**src/rtl/tone_gen_pkg.sv**
```systemverilog
package tone_gen_pkg;

  localparam int CMD_W   = 6;
  localparam int RATIO_W = 10;
  localparam int STEP_W  = 4;
  localparam int AMP_W   = 8;
  localparam int SUM_W   = AMP_W + 1;
  localparam int LANES   = 2;

  localparam logic [CMD_W-1:0] STANDBY_CMD = 6'b001000;

  typedef enum logic [1:0] {
    FAM_MIXED = 2'b00,
    FAM_DUAL  = 2'b01,
    FAM_MODEM = 2'b10,
    FAM_MUSIC = 2'b11
  } family_e;

  typedef struct packed {
    logic [RATIO_W-1:0] ratio_lo;
    logic [RATIO_W-1:0] ratio_hi;
    logic               run_lo;
    logic               run_hi;
  } div_cfg_t;

  // Quarter-wave magnitudes; the full 16-step wave is folded from them.
  function automatic logic signed [AMP_W-1:0] sine_at(input logic [STEP_W-1:0] s);
    logic [1:0] q;
    logic [2:0] idx;
    logic [AMP_W-1:0] mag;
    q   = s[1:0];
    idx = s[2] ? (3'd4 - {1'b0, q}) : {1'b0, q};
    case (idx)
      3'd0:    mag = AMP_W'(0);
      3'd1:    mag = AMP_W'(49);
      3'd2:    mag = AMP_W'(90);
      3'd3:    mag = AMP_W'(117);
      default: mag = AMP_W'(127);
    endcase
    return s[3] ? -$signed(mag) : $signed(mag);
  endfunction

  function automatic logic [RATIO_W-1:0] low_ratio(input logic [1:0] i);
    case (i)
      2'd0:    return RATIO_W'(321);
      2'd1:    return RATIO_W'(291);
      2'd2:    return RATIO_W'(263);
      default: return RATIO_W'(238);
    endcase
  endfunction

  function automatic logic [RATIO_W-1:0] high_ratio(input logic [1:0] i);
    case (i)
      2'd0:    return RATIO_W'(185);
      2'd1:    return RATIO_W'(167);
      2'd2:    return RATIO_W'(151);
      default: return RATIO_W'(137);
    endcase
  endfunction

  function automatic logic [RATIO_W-1:0] modem_ratio(input logic [2:0] i);
    case (i)
      3'd0:    return RATIO_W'(209);
      3'd1:    return RATIO_W'(176);
      3'd2:    return RATIO_W'(110);
      3'd3:    return RATIO_W'(101);
      3'd4:    return RATIO_W'(186);
      3'd5:    return RATIO_W'(102);
      3'd6:    return RATIO_W'(228);
      default: return RATIO_W'(190);
    endcase
  endfunction

  function automatic logic [RATIO_W-1:0] note_ratio(input logic [3:0] i);
    case (i)
      4'd0:    return RATIO_W'(508);
      4'd1:    return RATIO_W'(480);
      4'd2:    return RATIO_W'(453);
      4'd3:    return RATIO_W'(428);
      4'd4:    return RATIO_W'(404);
      4'd5:    return RATIO_W'(381);
      4'd6:    return RATIO_W'(360);
      4'd7:    return RATIO_W'(339);
      4'd8:    return RATIO_W'(320);
      4'd9:    return RATIO_W'(302);
      4'd10:   return RATIO_W'(285);
      4'd11:   return RATIO_W'(269);
      4'd12:   return RATIO_W'(254);
      4'd13:   return RATIO_W'(240);
      4'd14:   return RATIO_W'(226);
      default: return RATIO_W'(214);
    endcase
  endfunction

endpackage

```
**src/rtl/tone_cmd_capture.sv**
```systemverilog
module tone_cmd_capture
  import tone_gen_pkg::*;
#(
  parameter int SYNC_STAGES = 2
) (
  input  logic             clk,
  input  logic             rst_n,
  input  logic             strobe,
  input  logic [CMD_W-1:0] cmd_in,
  output logic [CMD_W-1:0] cmd_q,
  output logic             load
);

  logic [SYNC_STAGES-1:0] sync_r;
  logic                   last_r;

  // Synchronizer chain; the oldest stage feeds the edge detector.
  always_ff @(posedge clk) begin
    if (!rst_n) begin
      sync_r <= '0;
      last_r <= 1'b0;
    end else begin
      sync_r <= {sync_r[SYNC_STAGES-2:0], strobe};
      last_r <= sync_r[SYNC_STAGES-1];
    end
  end

  assign load = last_r & ~sync_r[SYNC_STAGES-1];

  always_ff @(posedge clk) begin
    if (!rst_n)    cmd_q <= STANDBY_CMD;
    else if (load) cmd_q <= cmd_in;
  end

endmodule

```
**src/rtl/tone_ratio_rom.sv**
```systemverilog
module tone_ratio_rom
  import tone_gen_pkg::*;
(
  input  logic [CMD_W-1:0] cmd,
  output div_cfg_t         cfg
);

  family_e fam;
  assign fam = family_e'(cmd[5:4]);

  always_comb begin
    cfg.ratio_lo = RATIO_W'(1);
    cfg.ratio_hi = RATIO_W'(1);
    cfg.run_lo   = 1'b0;
    cfg.run_hi   = 1'b0;
    unique case (fam)
      FAM_DUAL: begin
        cfg.ratio_lo = low_ratio(cmd[3:2]);
        cfg.ratio_hi = high_ratio(cmd[1:0]);
        cfg.run_lo   = 1'b1;
        cfg.run_hi   = 1'b1;
      end
      FAM_MODEM: begin
        cfg.ratio_lo = modem_ratio(cmd[2:0]);
        cfg.run_lo   = 1'b1;
      end
      FAM_MUSIC: begin
        cfg.ratio_lo = note_ratio(cmd[3:0]);
        cfg.run_lo   = 1'b1;
      end
      default: begin
        if (!cmd[3]) begin
          cfg.ratio_lo = cmd[2] ? high_ratio(cmd[1:0]) : low_ratio(cmd[1:0]);
          cfg.run_lo   = 1'b1;
        end else if (cmd[2:0] != 3'd0) begin
          cfg.ratio_lo = note_ratio({1'b0, cmd[2:0]});
          cfg.run_lo   = 1'b1;
        end
      end
    endcase
  end

endmodule

```
**src/rtl/tone_phase_gen.sv**
```systemverilog
module tone_phase_gen
  import tone_gen_pkg::*;
(
  input  logic                    clk,
  input  logic                    rst_n,
  input  logic                    restart,
  input  logic                    run,
  input  logic [RATIO_W-1:0]      ratio,
  output logic signed [AMP_W-1:0] sine,
  output logic [RATIO_W-1:0]      cnt,
  output logic [STEP_W-1:0]       step
);

  logic wrap;
  assign wrap = (cnt == ratio - RATIO_W'(1));

  always_ff @(posedge clk) begin
    if (!rst_n || restart || !run) begin
      cnt  <= '0;
      step <= '0;
    end else if (wrap) begin
      cnt  <= '0;
      step <= step + STEP_W'(1);
    end else begin
      cnt <= cnt + RATIO_W'(1);
    end
  end

  assign sine = run ? sine_at(step) : '0;

endmodule

```
**src/rtl/tone_gen_top.sv**
```systemverilog
module tone_gen_top
  import tone_gen_pkg::*;
#(
  parameter int SYNC_STAGES = 2
) (
  input  logic                    clk,
  input  logic                    rst_n,
  input  logic [CMD_W-1:0]        tone_cmd,
  input  logic                    cmd_strobe,
  output logic                    sample_valid,
  input  logic                    sample_ready,
  output logic signed [SUM_W-1:0] sample_data
);

  logic [CMD_W-1:0] cmd_q;
  logic             load;
  div_cfg_t         cfg;

  logic [RATIO_W-1:0]      ratio_v [LANES];
  logic                    run_v   [LANES];
  logic signed [AMP_W-1:0] sine_v  [LANES];
  logic [RATIO_W-1:0]      cnt_v   [LANES];
  logic [STEP_W-1:0]       step_v  [LANES];
  logic signed [SUM_W-1:0] sum;

  tone_cmd_capture #(.SYNC_STAGES(SYNC_STAGES)) u_capture (
    .clk    (clk),
    .rst_n  (rst_n),
    .strobe (cmd_strobe),
    .cmd_in (tone_cmd),
    .cmd_q  (cmd_q),
    .load   (load)
  );

  tone_ratio_rom u_rom (
    .cmd (cmd_q),
    .cfg (cfg)
  );

  assign ratio_v[0] = cfg.ratio_lo;
  assign ratio_v[1] = cfg.ratio_hi;
  assign run_v[0]   = cfg.run_lo;
  assign run_v[1]   = cfg.run_hi;

  for (genvar g = 0; g < LANES; g++) begin : g_lane
    tone_phase_gen u_phase (
      .clk     (clk),
      .rst_n   (rst_n),
      .restart (load),
      .run     (run_v[g]),
      .ratio   (ratio_v[g]),
      .sine    (sine_v[g]),
      .cnt     (cnt_v[g]),
      .step    (step_v[g])
    );
  end

  // Idle lanes present zero, so the sum is the single tone or silence.
  assign sum = SUM_W'(sine_v[0]) + SUM_W'(sine_v[1]);

  always_ff @(posedge clk) begin
    if (!rst_n) begin
      sample_valid <= 1'b0;
      sample_data  <= '0;
    end else if (!sample_valid || sample_ready) begin
      sample_valid <= 1'b1;
      sample_data  <= sum;
    end
  end

endmodule

```
**config.mk**
```make
export PLATFORM = sky130hd
export DESIGN_NAME = tone_gen_top
export DESIGN_NICKNAME = d
export VERILOG_FILES = /design/src/rtl/tone_gen_pkg.sv /design/src/rtl/tone_cmd_capture.sv /design/src/rtl/tone_ratio_rom.sv /design/src/rtl/tone_phase_gen.sv /design/src/rtl/tone_gen_top.sv
export SDC_FILE = /design/constraint.sdc
export NUM_CORES = 1
export LEC_CHECK = 0
export BUFFER_PORTS_ARGS = -buffer_cell sky130_fd_sc_hd__buf_2
export CORE_MARGIN = 2
export CORE_UTILIZATION = 30
export CTS_CLUSTER_DIAMETER = 120
export DETAILED_ROUTE_END_ITERATION = 10
export GPL_TIMING_DRIVEN = 0
export PLACE_DENSITY = 0.48
export SLEW_MARGIN = 20
export SYNTH_ARGS = -nofsm -noshare
export SYNTH_HDL_FRONTEND = slang
export SYNTH_SLANG_ARGS = --single-unit
```
**constraint.sdc**
```tcl
create_clock -name clk -period 4.7 [get_ports clk]
set_input_delay 0.235 -clock clk [delete_from_list [all_inputs] [get_ports clk]]
set_output_delay 0.235 -clock clk [all_outputs]
set_load 0.05 [all_outputs]
```
==> impl_metrics.env <==
export IMPL_drc=0
export IMPL_root_buffer="clkbuf_16"
export IMPL_tns_ns=0
export IMPL_outcome="completed"
export IMPL_hold_viol=0
export IMPL_r2r_slack_ns=0.82
export IMPL_clock_fmax_ghz=0.2575
export IMPL_ios=20
export IMPL_grt_start_max_net_pins=11
export IMPL_hp_start="cmd_strobe"
export IMPL_clockPowerShare_pct=47.8
export IMPL_cpPeakStageDelay_ns=0.46
export IMPL_drive_gt1_share_pct=11.68
export IMPL_irDropWorstVdd_mv=0.1540
export IMPL_ys_types=76
export IMPL_nets=630
export IMPL_antenna_found_initial=0
export IMPL_post_route_min_period_ns=3.884
export IMPL_power_density_nw_per_um2=276.3
export IMPL_critPathCaptureType="flop"
export IMPL_rows=44
export IMPL_clk_pin_slew_worst_paths_ns=0.05
export IMPL_area_delta_synth_final_pct=14.03
export IMPL_syn_avg_cell_area_sq_um=8.018
export IMPL_die_x_microns=125.9
export IMPL_critical_path_class="flop to flop"
export IMPL_drt_iter0_drc=253
export IMPL_critical_path_top_delay_family="compound AO/OA/AOI/OAI gates"
export IMPL_internal_power_uw=1058
export IMPL_synth_edf_count=0
export IMPL_portBuffers=19
export IMPL_cp_startpoint="g_lane[1].u_phase.step[0]"
export IMPL_cap_violations=0
export IMPL_viasPerCell=4.880
export IMPL_drtPass1Iterations=4
export IMPL_finalMaxSlewViolations=0
export IMPL_crit_path_max_fanout=8
export IMPL_postCtsSetupRepairBufs=0
export IMPL_grt_pass1_vias=3768
export IMPL_n_antenna_cell=0
export IMPL_cp_cell_sequence="inv_1, ha_1, mux2i_1, o21a_1, ha_1, nand2_1, nand2_1, nand2_1, inv_1, ha_1, a21o_1, a21oi_1, o21ai_0, a21oi_1, o21bai_1, a21oi_1, xor2_1, o21ai_0, and2_1"
export IMPL_cp_num_buf_inv=2
export IMPL_arrival_ns=4.11
export IMPL_hp_class="input pin to flop"
export IMPL_async_flop_share_pct=0
export IMPL_ant_nets=0
export IMPL_p_seq_share_pct=39.9
export IMPL_wirelength_mm=10.57
export IMPL_coreArea_sq_um=14530
export IMPL_r2r_start="g_lane[1].u_phase.step[0]"
export IMPL_clock_sinks=64
export IMPL_cts_tree="done"
export IMPL_grt_setup_unrepaired="no"
export IMPL_synth_nets=600
export IMPL_cts_buffer_depth=2
export IMPL_grt_ovfl_total=0
export IMPL_syn_inst=556
export IMPL_cp_required_ns=4.93
export IMPL_grt_usage_pct=14.19
export IMPL_seq_area_frac_synth_pct=28.74
export IMPL_tightest_slew_ns=0.9641
export IMPL_nFillCells=1565
export IMPL_p_sw_uw=346.4
export IMPL_cts_resized=0
export IMPL_ctsHoldBuffers=0
export IMPL_relSlewSlack_pct=35.23
export IMPL_worstSetupStartpointType="flop"
export IMPL_die_y_microns=125.9
export IMPL_post_route_util_pct=34.98
export IMPL_fin_crit_sh_pct=82.63
export IMPL_sw_frac_of_total_pct=24.66
export IMPL_gp_congestion=0.8431
export IMPL_clk_latency_ns=0.34
export IMPL_grt_first_pass_wirelength_mm=18.26
export IMPL_dp_cells=759
export IMPL_clock_skew_ns=0.005104
export IMPL_start_util_pct=30.67
export IMPL_cts_htree_levels=3
export IMPL_finalSetupViolCount=0
export IMPL_p_comb_share_pct=12.3
export IMPL_vias=3782
export IMPL_cts_made_buffers=9
export IMPL_synth_ff_type="dfxtp_1"
export IMPL_synth_area_sq_um=4458
export IMPL_slowest_stage="dfxtp_1"
export IMPL_synth_seq_cells=64
export IMPL_layout_cells_non_filler=775
export IMPL_p_leak_uw=0.002057
export IMPL_dp_final_hpwl_mm=8.208
export IMPL_wire_per_inst_microns=13.64
export IMPL_die_area_sq_um=15850
export IMPL_ys_warn_count=0
==> cell families after synthesis <==
| logic type | after synthesis | share of synthesized area [%] |
|---|---|---|
| flops | 64 | 28.74 |
| buf+inv | 53 | 4.883 |
| mux | 10 | 2.301 |
| xor+xnor | 38 | 8.055 |
| compound gates | 118 | 18.64 |
| simple gates | 239 | 27.67 |
| fa+ha+maj | 34 | 9.711 |
==> per-layer routing <==
| layer | part of all wire [%] | global-route usage [%] | vias up |
|---|---|---|---|
| met5 | 0 | 0 | - |
| met2 | 47 | 23.53 | 65 |
| met4 | 1.8 | 6.206 | 0 |
| met3 | 3.0 | 3.398 | 12 |
| li1 | - | - | 1989 |
| met1 | 49 | 17.55 | 1716 |
==> cells in the final DEF, fill, tap and decap left out, types with 4 or more instances in the layout <==
cell type	count
a21boi_0	7
a21oi_1	34
a31oi_1	5
and2_1	11
and3_1	6
buf_2	25
clkbuf_1	16
clkbuf_16	9
dfxtp_1	64
ha_1	33
inv_1	26
mux2i_1	8
nand2_1	53
nand2b_1	11
nand3_1	22
nand4_1	6
nor2_1	67
nor2b_1	16
nor3_1	10
nor3b_1	5
o211ai_1	8
o21a_1	4
o21ai_0	23
or2_2	4
or3_1	7
xnor2_1	21
xor2_1	15
==> metrics by stage <==
step	area [sq um]	hold slack (ns)	setup WS [ns]	total power, uW
3_3_place_gp	4783	0.4309	0.9033	742.1
4_1_cts	5084	0.1085	0.8511	1433
6_report	5084	0.1181	0.8163	1405
5_1_grt	5084	0.1143	0.5302	1472
3_5_place_dp	4783	0.4267	0.8515	744.6
2_1_floorplan	4458	0.3623	1.345	704.2
==> power groups by stage <==
stage                     clock network [uW]  registers (uW)  logic, uW
after detailed placement                   0             572        173
after global routing                     717             562        193
final                                    672             561        172
after CTS                                699             560        173
after floorplan                            0             574        130
after global placement                     0             572        170
==> cell type report <==
| type | instances | area [sq um] | share of cell area [%] |
|---|---|---|---|
| sequential | 64 | 1281 | 25.20 |
| timing repair buffer | 19 | 95.09 | 1.871 |
| inverter | 29 | 108.9 | 2.141 |
| multi-input combinational | 439 | 2959 | 58.21 |
| clock buffer | 13 | 260.3 | 5.119 |
| buffer | 24 | 108.9 | 2.141 |
| tap | 184 | 230.2 | 4.529 |
| clock inverter | 3 | 40.04 | 0.7876 |
==> synth_stat cells, types with 3 or more instances <==
cell	number	share of area, %
or3_1	7	0.98
or2_2	4	0.56
a21oi_1	34	3.8
buf_2	6	0.67
o21a_1	4	0.67
nand4_1	6	0.84
clkbuf_1	14	1.2
o21ai_0	23	2.6
buf_4	3	0.51
nor3_1	10	1.1
ha_1	33	9.3
mux2i_1	8	1.8
nand2b_1	11	1.5
a31o_2	3	0.59
nor2_1	67	5.6
a21o_1	3	0.51
o211ai_1	8	1.3
inv_1	26	2.2
nor2b_1	16	2.2
inv_2	3	0.25
xnor2_1	21	4.1
or2_1	3	0.42
nand2_1	53	4.5
dfxtp_1	64	29
and2_1	11	1.5
a21boi_0	7	1.2
and3_1	6	0.84
o21ai_1	3	0.34
nor4_1	3	0.42
nor3b_1	5	0.84
a31oi_1	5	0.70
xor2_1	15	2.9
nand3_1	22	2.5
==> path summary, 6_finish.rpt <==
kind | to | depth (start not counted)
worst min register to register | u_capture.sync_r[1] | 1
worst min-delay path | u_capture.sync_r[0] | 2
worst max register to register | sample_data[7] | 19
worst max-delay path | sample_data[7] | 19
No activity file was read; power rests on OpenSTA's default activity.
